===== config.mk =====
export PLATFORM = sky130hd
export DESIGN_NAME = input_capture_array
export DESIGN_NICKNAME = d
export VERILOG_FILES = /design/src/rtl/icap_pkg.sv /design/src/rtl/icap_edge.sv /design/src/rtl/icap_cell.sv /design/src/rtl/icap_regs.sv /design/src/rtl/input_capture_array.sv
export SDC_FILE = /design/constraint.sdc
export NUM_CORES = 1
export LEC_CHECK = 0
export ABC_AREA = 1
export BUFFER_PORTS_ARGS = -buffer_cell sky130_fd_sc_hd__buf_4
export CAP_MARGIN = 20
export CORE_ASPECT_RATIO = 2
export CORE_MARGIN = 2
export CORE_UTILIZATION = 45
export CTS_CLUSTER_SIZE = 12
export DETAILED_ROUTE_END_ITERATION = 16
export PLACE_DENSITY = 0.73
export SYNTH_ARGS = -nofsm -noshare
export SYNTH_HDL_FRONTEND = slang
export SYNTH_SLANG_ARGS = --single-unit

===== constraint.sdc =====
create_clock -name clk -period 1.4 [get_ports clk]
set_input_delay 0.07 -clock clk [delete_from_list [all_inputs] [get_ports clk]]
set_output_delay 0.07 -clock clk [all_outputs]
set_load 0.005 [all_outputs]

===== src/rtl/icap_pkg.sv =====
`timescale 1ns/1ps
package icap_pkg;

    typedef enum logic [1:0] {
        CM_PASS  = 2'b00,
        CM_LATCH = 2'b01,
        CM_REG   = 2'b10,
        CM_RSVD  = 2'b11
    } cap_mode_e;

    typedef enum logic {
        SRC_ADDR_STROBE = 1'b0,
        SRC_PTERM       = 1'b1
    } cap_src_e;

    typedef struct packed {
        cap_mode_e mode;
        cap_src_e  src;
    } cell_cfg_t;

    // Reserved code folds onto pass-through
    function automatic cap_mode_e eff_mode(input logic [1:0] raw);
        case (raw)
            2'b01:   return CM_LATCH;
            2'b10:   return CM_REG;
            default: return CM_PASS;
        endcase
    endfunction

    function automatic int words_for(input int bits, input int dw);
        return (bits + dw - 1) / dw;
    endfunction

endpackage


===== src/rtl/icap_edge.sv =====
`timescale 1ns/1ps
module icap_edge (
    input  logic clk,
    input  logic rst,
    input  logic lvl_i,
    output logic rise_o
);
    logic lvl_q;

    always_ff @(posedge clk) begin
        if (rst) lvl_q <= 1'b0;
        else     lvl_q <= lvl_i;
    end

    assign rise_o = lvl_i & ~lvl_q;
endmodule


===== src/rtl/icap_cell.sv =====
`timescale 1ns/1ps
module icap_cell
    import icap_pkg::*;
(
    input  logic      clk,
    input  logic      rst,
    input  cell_cfg_t cfg_i,
    input  logic      as_strobe_i,
    input  logic      pterm_i,
    input  logic      pin_i,
    output logic      out_o
);
    logic      strb;
    logic      rise;
    logic      held_q;
    cap_mode_e mode;

    assign strb = (cfg_i.src == SRC_PTERM) ? pterm_i : as_strobe_i;
    assign mode = eff_mode(cfg_i.mode);

    icap_edge u_edge (
        .clk    (clk),
        .rst    (rst),
        .lvl_i  (strb),
        .rise_o (rise)
    );

    always_ff @(posedge clk) begin
        if (rst) begin
            held_q <= 1'b0;
        end else begin
            case (mode)
                CM_LATCH: if (strb) held_q <= pin_i;
                CM_REG:   if (rise) held_q <= pin_i;
                default:  held_q <= held_q;
            endcase
        end
    end

    always_comb begin
        case (mode)
            CM_LATCH: out_o = strb ? pin_i : held_q;
            CM_REG:   out_o = held_q;
            default:  out_o = pin_i;
        endcase
    end
endmodule


===== src/rtl/icap_regs.sv =====
`timescale 1ns/1ps
module icap_regs
    import icap_pkg::*;
#(
    parameter int NCELL = 8,
    parameter int DW    = 8,
    parameter int AW    = 4
) (
    input  logic               clk,
    input  logic               rst,
    input  logic [AW-1:0]      addr_i,
    input  logic               wr_en_i,
    input  logic [DW-1:0]      wr_data_i,
    input  logic [NCELL-1:0]   cell_out_i,
    output logic [DW-1:0]      rd_data_o,
    output logic [2*NCELL-1:0] mode_o,
    output logic [NCELL-1:0]   src_o
);
    localparam int MODE_W   = 2 * NCELL;
    localparam int N_MODE   = words_for(MODE_W, DW);
    localparam int N_SRC    = words_for(NCELL, DW);
    localparam int BASE_SRC = N_MODE;
    localparam int BASE_OUT = N_MODE + N_SRC;
    localparam int MODE_PW  = N_MODE * DW;
    localparam int SRC_PW   = N_SRC * DW;
    localparam logic [MODE_PW-1:0] MODE_MASK = {MODE_PW{1'b1}} >> (MODE_PW - MODE_W);
    localparam logic [SRC_PW-1:0]  SRC_MASK  = {SRC_PW{1'b1}}  >> (SRC_PW - NCELL);

    logic [MODE_PW-1:0] mode_pad_q;
    logic [SRC_PW-1:0]  src_pad_q;
    logic [SRC_PW-1:0]  out_pad;

    for (genvar r = 0; r < N_MODE; r++) begin : g_mode_word
        always_ff @(posedge clk) begin
            if (rst)
                mode_pad_q[r*DW +: DW] <= '0;
            else if (wr_en_i && addr_i == AW'(r))
                mode_pad_q[r*DW +: DW] <= wr_data_i & MODE_MASK[r*DW +: DW];
        end
    end

    for (genvar r = 0; r < N_SRC; r++) begin : g_src_word
        always_ff @(posedge clk) begin
            if (rst)
                src_pad_q[r*DW +: DW] <= '0;
            else if (wr_en_i && addr_i == AW'(BASE_SRC + r))
                src_pad_q[r*DW +: DW] <= wr_data_i & SRC_MASK[r*DW +: DW];
        end
    end

    always_comb begin
        out_pad              = '0;
        out_pad[NCELL-1:0]   = cell_out_i;
    end

    always_comb begin
        rd_data_o = '0;
        for (int r = 0; r < N_MODE; r++)
            if (addr_i == AW'(r)) rd_data_o = mode_pad_q[r*DW +: DW];
        for (int r = 0; r < N_SRC; r++) begin
            if (addr_i == AW'(BASE_SRC + r)) rd_data_o = src_pad_q[r*DW +: DW];
            if (addr_i == AW'(BASE_OUT + r)) rd_data_o = out_pad[r*DW +: DW];
        end
    end

    assign mode_o = mode_pad_q[MODE_W-1:0];
    assign src_o  = src_pad_q[NCELL-1:0];
endmodule


===== src/rtl/input_capture_array.sv =====
`timescale 1ns/1ps
module input_capture_array
    import icap_pkg::*;
#(
    parameter int NCELL = 8,
    parameter int DW    = 8,
    parameter int AW    = 4
) (
    input  logic             clk,
    input  logic             rst,
    input  logic [NCELL-1:0] pin_i,
    input  logic             as_strobe_i,
    input  logic [NCELL-1:0] pterm_i,
    input  logic [AW-1:0]    addr_i,
    input  logic             wr_en_i,
    input  logic [DW-1:0]    wr_data_i,
    output logic [DW-1:0]    rd_data_o,
    output logic [NCELL-1:0] cell_out_o
);
    logic [2*NCELL-1:0] mode_cfg;
    logic [NCELL-1:0]   src_cfg;

    icap_regs #(.NCELL(NCELL), .DW(DW), .AW(AW)) u_regs (
        .clk        (clk),
        .rst        (rst),
        .addr_i     (addr_i),
        .wr_en_i    (wr_en_i),
        .wr_data_i  (wr_data_i),
        .cell_out_i (cell_out_o),
        .rd_data_o  (rd_data_o),
        .mode_o     (mode_cfg),
        .src_o      (src_cfg)
    );

    for (genvar i = 0; i < NCELL; i++) begin : g_cell
        cell_cfg_t cfg;
        assign cfg.mode = cap_mode_e'(mode_cfg[2*i +: 2]);
        assign cfg.src  = cap_src_e'(src_cfg[i]);

        icap_cell u_cell (
            .clk         (clk),
            .rst         (rst),
            .cfg_i       (cfg),
            .as_strobe_i (as_strobe_i),
            .pterm_i     (pterm_i[i]),
            .pin_i       (pin_i[i]),
            .out_o       (cell_out_o[i])
        );
    end
endmodule


==> results of run 1 <==
[registers in the layout (all words and copies together), names as in the netlist]
register,flops
u_regs.mode_o,16
g_cell.u_cell.held_q,8
u_regs.src_o,8
g_cell.u_cell.u_edge.lvl_q,8
[repair_timing]
| action | 4_1_cts | 5_1_grt |
|---|---|---|
| cloned | 0 | 0 |
| setup endpoints to repair | 16 | 16 |
| pin swaps | 22 | 33 |
| setup buffers | 11 | 13 |
| gates resized for setup | 82 | 62 |
[layout by cell type, fill, tap and decap left out]
| master | count |
|---|---|
| ha_1 | 1 |
| a21oi_1 | 48 |
| clkbuf_16 | 5 |
| inv_1 | 43 |
| ha_4 | 10 |
| dfxtp_1 | 16 |
| inv_4 | 12 |
| inv_2 | 17 |
| a21oi_2 | 1 |
| nor3_1 | 1 |
| nand3b_1 | 2 |
| nor2_4 | 9 |
| dfxtp_4 | 5 |
| buf_4 | 75 |
| o21ai_0 | 24 |
| clkinv_2 | 1 |
| nand3_1 | 26 |
| ha_2 | 5 |
| clkbuf_1 | 1 |
| buf_6 | 4 |
| bufinv_16 | 1 |
| a31oi_1 | 7 |
| nor2_1 | 4 |
| nand3_2 | 13 |
| nand2_2 | 25 |
| a21boi_1 | 1 |
| dfxtp_2 | 19 |
| nand2_4 | 2 |
| o22ai_1 | 8 |
| o21ai_2 | 2 |
| nand2_1 | 95 |
[critical path: stages, from the launching register on]
cell	delay [ns]
dfxtp_2	0.34
inv_2	0.06
ha_4	0.27
inv_4	0.04
nor2_4	0.07
inv_1	0.04
nand3_1	0.05
nand2_1	0.07
buf_4	0.14
[final timing paths]
path	depth (start not counted)	to	start	slack, ns
worst max-delay path	8	rd_data_o[6]	u_regs.mode_o[12]	-0.04
worst min-delay path	3	u_regs.src_o[7]	wr_data_i[7]	0.08
worst max register to register	10	g_cell[0].u_cell.held_q	u_regs.src_o[0]	0.19
worst min register to register	2	u_regs.mode_o[3]	u_regs.mode_o[3]	0.50
[logic make-up (layout without fill, tap and decap cells)]
group / count (synthesis) / in the layout
adders and majority gates: 16 / 16
buffers and inverters: 88 / 159
AOI/OAI and AO/OA: 91 / 91
DFF: 40 / 40
and+or+nand+nor: 177 / 177
[routing by layer]
layer | wire [µm] | share of wire (%) | track usage, %
met2 | 4310 | 57 | 42.0
met4 | 171 | 2.2 | 11.9
met3 | 296 | 3.9 | 3.25
met1 | 2840 | 37 | 22.5
met5 | 0 | 0 | 0
[per-stage QoR]
stage	total power [mW]	area, µm²
final	3.07	3750
after global routing	3.21	3750
after CTS	3.04	3470
after detailed placement	1.71	3000
after global placement	1.70	3000
after floorplan	1.53	2620
[cell type report]
type,instances,share of cell area [%]
multi-input cells,284,46.9
flip-flops and latches,40,22.5
repair buffers,79,16.2
inverters,72,8.01
clock buffers,6,3.44
well taps,61,2.04
clock inverters,2,0.934
[power breakdown]
group,switching (mW),internal (mW)
combinational,0.305,0.267
clock,0.436,0.838
sequential,0.0415,1.18
==> flow_summary.json, run 1 <==
{
  "status": "finished, violations left",
  "violations": "negative setup slack",
  "cts.htree.levels": 2,
  "yosys-top-cells-count": "120 x nand2_1, 72 x inv_1, 49 x a21oi_1",
  "synthCells": 412,
  "fp.dieArea_um2": 6490,
  "antennaDiodeCount": 0,
  "grt-ovfl-total": 0,
  "coreArea_um2": 5660,
  "leakagePower_nw": 1.69,
  "drt_iter0_drc": 135,
  "grt_pass1_vias": 2749,
  "worst_pin_slew_ns": 0.345,
  "setup_ws_ns": -0.0385,
  "fp-row-count": 39,
  "cts_sinks": 40,
  "synthSimpleGateAreaFrac_pct": 28.9,
  "via_count": 2900,
  "grt_usage_pct": 22.4,
  "fin_util_pct": 66.2,
  "synth_xor_area_share_pct": 0,
  "cts_tree": "built",
  "gp_congestion": 0.878,
  "p_per_area_nw_per_um2": 819,
  "slew_headroom_pct": 77.0,
  "cts-root-buf": "clkbuf_16",
  "area_growth_pct": 42.9,
  "fin_nets": 530,
  "fin_worst_skew_ns": 0.00459,
  "synthesis.area_um2": 2620,
  "insertion_delay_ns": 0.28,
  "ys_seq_area_share_pct": 30.5,
  "grt_pass1_wl_um": 11600,
  "slew_violations": 0,
  "crit_fanout": 3,
  "place_inst": 512,
  "holdBufCountCts": 0,
  "yosys.area.top_type": "dfxtp_1",
  "synth-adder-area-share_pct": 7.63,
  "critPathCaptureType": "output port",
  "instances_no_fill": 544,
  "synth_flop_cell": "dfxtp_1",
  "finalHoldViolCount": 0,
  "die_x_um": 58.0,
  "min_period_ns": 1.44,
  "drive_above_1_share_pct": 42.7,
  "cts.clk_slew.worst_paths_ns": 0.06,
  "dp_hpwl_um": 5240,
  "yosysTopAreaCellShare_pct": 30.5,
  "synth.distinct_cells": 21,
  "synth_fp_nets": 460,
  "ys_ff_latch": 40,
  "cp.required_ns": 1.33,
  "antenna_found_initial": 0,
  "ir_drop_v": 0.000811,
  "initial_core_util_pct": 46.4,
  "async_flop_share_pct": 0,
  "rsz0062_at_grt": "true",
  "via_per_inst": 5.33,
  "worstSetupStartpointType": "flip-flop",
  "ant_nets": 0,
  "multi_input_area_um2": 1760,
  "wire_per_inst_um": 14.0,
  "synth_top_family_by_area": "simple AND/OR/NAND/NOR gates",
  "dpl_worst_slack_ns": 0.141,
  "setup_violations": 5,
  "io_pins": 48,
  "synth_compound_area_share_pct": 18.5,
  "synth_edf_count": 0,
  "setup_tns_ns": -0.0963,
  "ctsLongestPathBuffers": 2,
  "synth.area.top_cells": "dfxtp_1 31%, nand2_1 17%, inv_1 10%",
  "regArea_um2": 843,
  "finalCritPeriodShare_pct": 103,
  "synth.area.mux_share_pct": 0,
  "max_cap_violations": 0,
  "worstPathArrival_ns": 1.37,
  "drt_wl_total_um": 7620,
  "holdWs_ns": 0.0750,
  "syn_area_per_cell_um2": 6.37,
  "n_fill_cell": 481,
  "port_buffers": 47,
  "firstDrtPassIters": 4,
  "grt_max_degree": 17,
  "clock.fmax_mhz": 695,
  "cts_buffers": 5,
  "yosysWarnings": 0,
  "synth.most_common_cell": "nand2_1",
  "drc_errors": 0,
  "min_path_type": "in2reg",
  "crit_type": "reg2out",
  "die_h_um": 112
}
(Power assumes the default switching activity.)
==> run 2: changes to the inputs <==
--- a/config.mk
+++ b/config.mk
@@ -8,12 +8,13 @@
 export ABC_AREA = 1
 export BUFFER_PORTS_ARGS = -buffer_cell sky130_fd_sc_hd__buf_4
 export CAP_MARGIN = 20
-export CORE_ASPECT_RATIO = 2
+export CORE_ASPECT_RATIO = 0.9
 export CORE_MARGIN = 2
 export CORE_UTILIZATION = 45
 export CTS_CLUSTER_SIZE = 12
 export DETAILED_ROUTE_END_ITERATION = 16
 export PLACE_DENSITY = 0.73
+export REMOVE_ABC_BUFFERS = 1
 export SYNTH_ARGS = -nofsm -noshare
 export SYNTH_HDL_FRONTEND = slang
 export SYNTH_SLANG_ARGS = --single-unit
==> constraint.sdc (replaced) <==
create_clock -name clk -period 1.85 [get_ports clk]
set_input_delay 0.0925 -clock clk [delete_from_list [all_inputs] [get_ports clk]]
set_output_delay 0.0925 -clock clk [all_outputs]
set_load 0.005 [all_outputs]
==> run 2 against run 1 <==
Net effect:
- the flow now finishes without violations
- worst hold slack lost 0.0042 ns
- wire length shrank 17%
- critical path depth unchanged
- flip-flop and latch count did not move
- highest routed layer unchanged
- first-iteration DRC count fell by 21%
- clock skew fell by 0.00079 ns
- die area decreased by 0.56%
- clock power shrank 52%
==> flow_summary.json, run 2 (synthesized netlist as in run 1, its figures left out) <==
{
  "crit_fanout": 3,
  "drt_wl_total_um": 6310,
  "grt_usage_pct": 20.7,
  "min_path_type": "in2reg",
  "cts.htree.levels": 2,
  "holdWs_ns": 0.0708,
  "slew_headroom_pct": 62.0,
  "ir_drop_v": 0.000423,
  "power.switching_mw": 0.516,
  "reg2reg_slack_ns": 0.73,
  "via_per_inst": 5.10,
  "insertion_delay_ns": 0.29,
  "cts_buffers": 5,
  "rsz0062_at_grt": "false",
  "setup_violations": 0,
  "die_h_um": 76.4,
  "min_period_ns": 1.58,
  "slew_violations": 0,
  "via_count": 2675,
  "leakagePower_nw": 1.50,
  "p_comb_share_pct": 18.2,
  "fin_util_pct": 54.2,
  "ctsLongestPathBuffers": 2,
  "place_inst": 516,
  "final_cell_mix": "120 x nand2_1, 72 x inv_1, 50 x buf_4",
  "p_per_area_nw_per_um2": 611,
  "critPathLaunch": "u_regs.mode_o[14]",
  "cp-endpoint": "rd_data_o[7]",
  "fp-row-count": 26,
  "antennaDiodeCount": 0,
  "fp.dieArea_um2": 6460,
  "power_frac_seq_pct": 49.2,
  "cts_sinks": 40,
  "firstDrtPassIters": 4,
  "area_growth_pct": 16.8,
  "cts_resized": 0,
  "dp_hpwl_um": 4840,
  "grt_pass1_wl_um": 11000,
  "cts_tree": "built",
  "cts.clk_slew.worst_paths_ns": 0.07,
  "grt_max_degree": 17,
  "switching_share_pct": 27.6,
  "grt-ovfl-total": 0,
  "internal-power_mw": 1.36,
  "io_pins": 48,
  "cp.required_ns": 1.76,
  "drive_above_1_share_pct": 13.9,
  "finalCritPeriodShare_pct": 85.4,
  "worstSetupStartpointType": "flip-flop",
  "n_fill_cell": 595,
  "coreArea_um2": 5660,
  "drt_iter0_drc": 107,
  "cts-root-buf": "clkbuf_8",
  "port_buffers": 47,
  "crit_type": "reg2out",
  "final_common_cell": "nand2_1",
  "r2r_start": "u_regs.src_o[0]",
  "p_clk_share_pct": 32.6,
  "status": "complete, no violations",
  "holdBufCountCts": 0,
  "clock.fmax_mhz": 633,
  "worstReg2RegEnd": "g_cell[0].u_cell.held_q",
  "worst_pin_slew_ns": 0.568,
  "die_x_um": 84.5,
  "grt_pass1_vias": 2499,
  "power_mw": 1.87,
  "worstPathArrival_ns": 1.49,
  "post-cts-setup-buffers": 0,
  "gp_congestion": 0.833,
  "initial_core_util_pct": 46.4,
  "max_cap_violations": 0,
  "critPathCaptureType": "output port",
  "r2r_cells": 8,
  "fin_worst_skew_ns": 0.00380,
  "wire_per_inst_um": 12.0,
  "antenna_found_initial": 0,
  "ant_nets": 0,
  "setup_tns_ns": 0,
  "drc_errors": 0,
  "largest_reg_flops": 16,
  "instances_no_fill": 524,
  "finalHoldViolCount": 0,
  "fin_nets": 501
}
[run 2: cell types whose count changed in the layout (fill, tap and decap cells not counted), moves of 10 or more]
cell	previous run	this run
inv_2	17	0
ha_1	1	16
inv_4	12	0
nand3_2	13	1
dfxtp_2	19	0
buf_4	75	50
nand3_1	26	38
ha_4	10	0
inv_1	43	72
nand2_1	95	120
dfxtp_1	16	40
nand2_2	25	0
[run 2: final cells by class]
| type | count | area [µm²] | area share [%] |
|---|---|---|---|
| clock buffer | 8 | 90.1 | 2.94 |
| timing repair buffer | 50 | 375 | 12.2 |
| multi-input combinational | 284 | 1440 | 47.0 |
| tap | 70 | 87.6 | 2.86 |
| sequential | 40 | 801 | 26.1 |
| inverter | 72 | 270 | 8.82 |
[run 2: worst min path at each step]
stage,startpoint,endpoint,slack [ns],depth (start not counted)
after CTS,wr_data_i[6],u_regs.src_o[6],0.07,3
after global placement,wr_data_i[6],u_regs.src_o[6],0.39,3
final,wr_data_i[6],u_regs.src_o[6],0.07,3
after detailed placement,wr_data_i[6],u_regs.src_o[6],0.37,3
after floorplan,rst,g_cell[0].u_cell.held_q,0.16,1
after global routing,pterm_i[0],g_cell[0].u_cell.u_edge.lvl_q,0.09,3
[run 2: metal layers]
layer,share of wire (%),track usage [%],routed length [µm]
met5,0,0,0
met1,47,25.7,2980
met3,4.2,4.88,264
met2,48,36.0,3010
met4,0.92,4.76,58
[run 2: critical path: stages (launching register included)]
cell and delay, ns:
dfxtp_1 0.34, inv_1 0.08, ha_1 0.28, inv_1 0.05, nor2_1 0.14, inv_1 0.05, nand3_1 0.08, nand2_1 0.05
buf_4 0.13
[run 2: per-stage QoR]
stage | setup WS [ns] | area (µm²)
final | 0.271 | 3070
after global routing | 0.0705 | 3070
after CTS | 0.268 | 3070
after detailed placement | 0.484 | 2980
after global placement | 0.579 | 2980
after floorplan | 0.783 | 2510
[run 2: power groups by stage]
stage,Clock [mW],Sequential [mW],Combinational [mW]
after floorplan,0,0.935,0.192
after global routing,0.658,0.926,0.392
final,0.610,0.922,0.341
after global placement,0,0.941,0.334
after detailed placement,0,0.942,0.339
after CTS,0.621,0.921,0.341
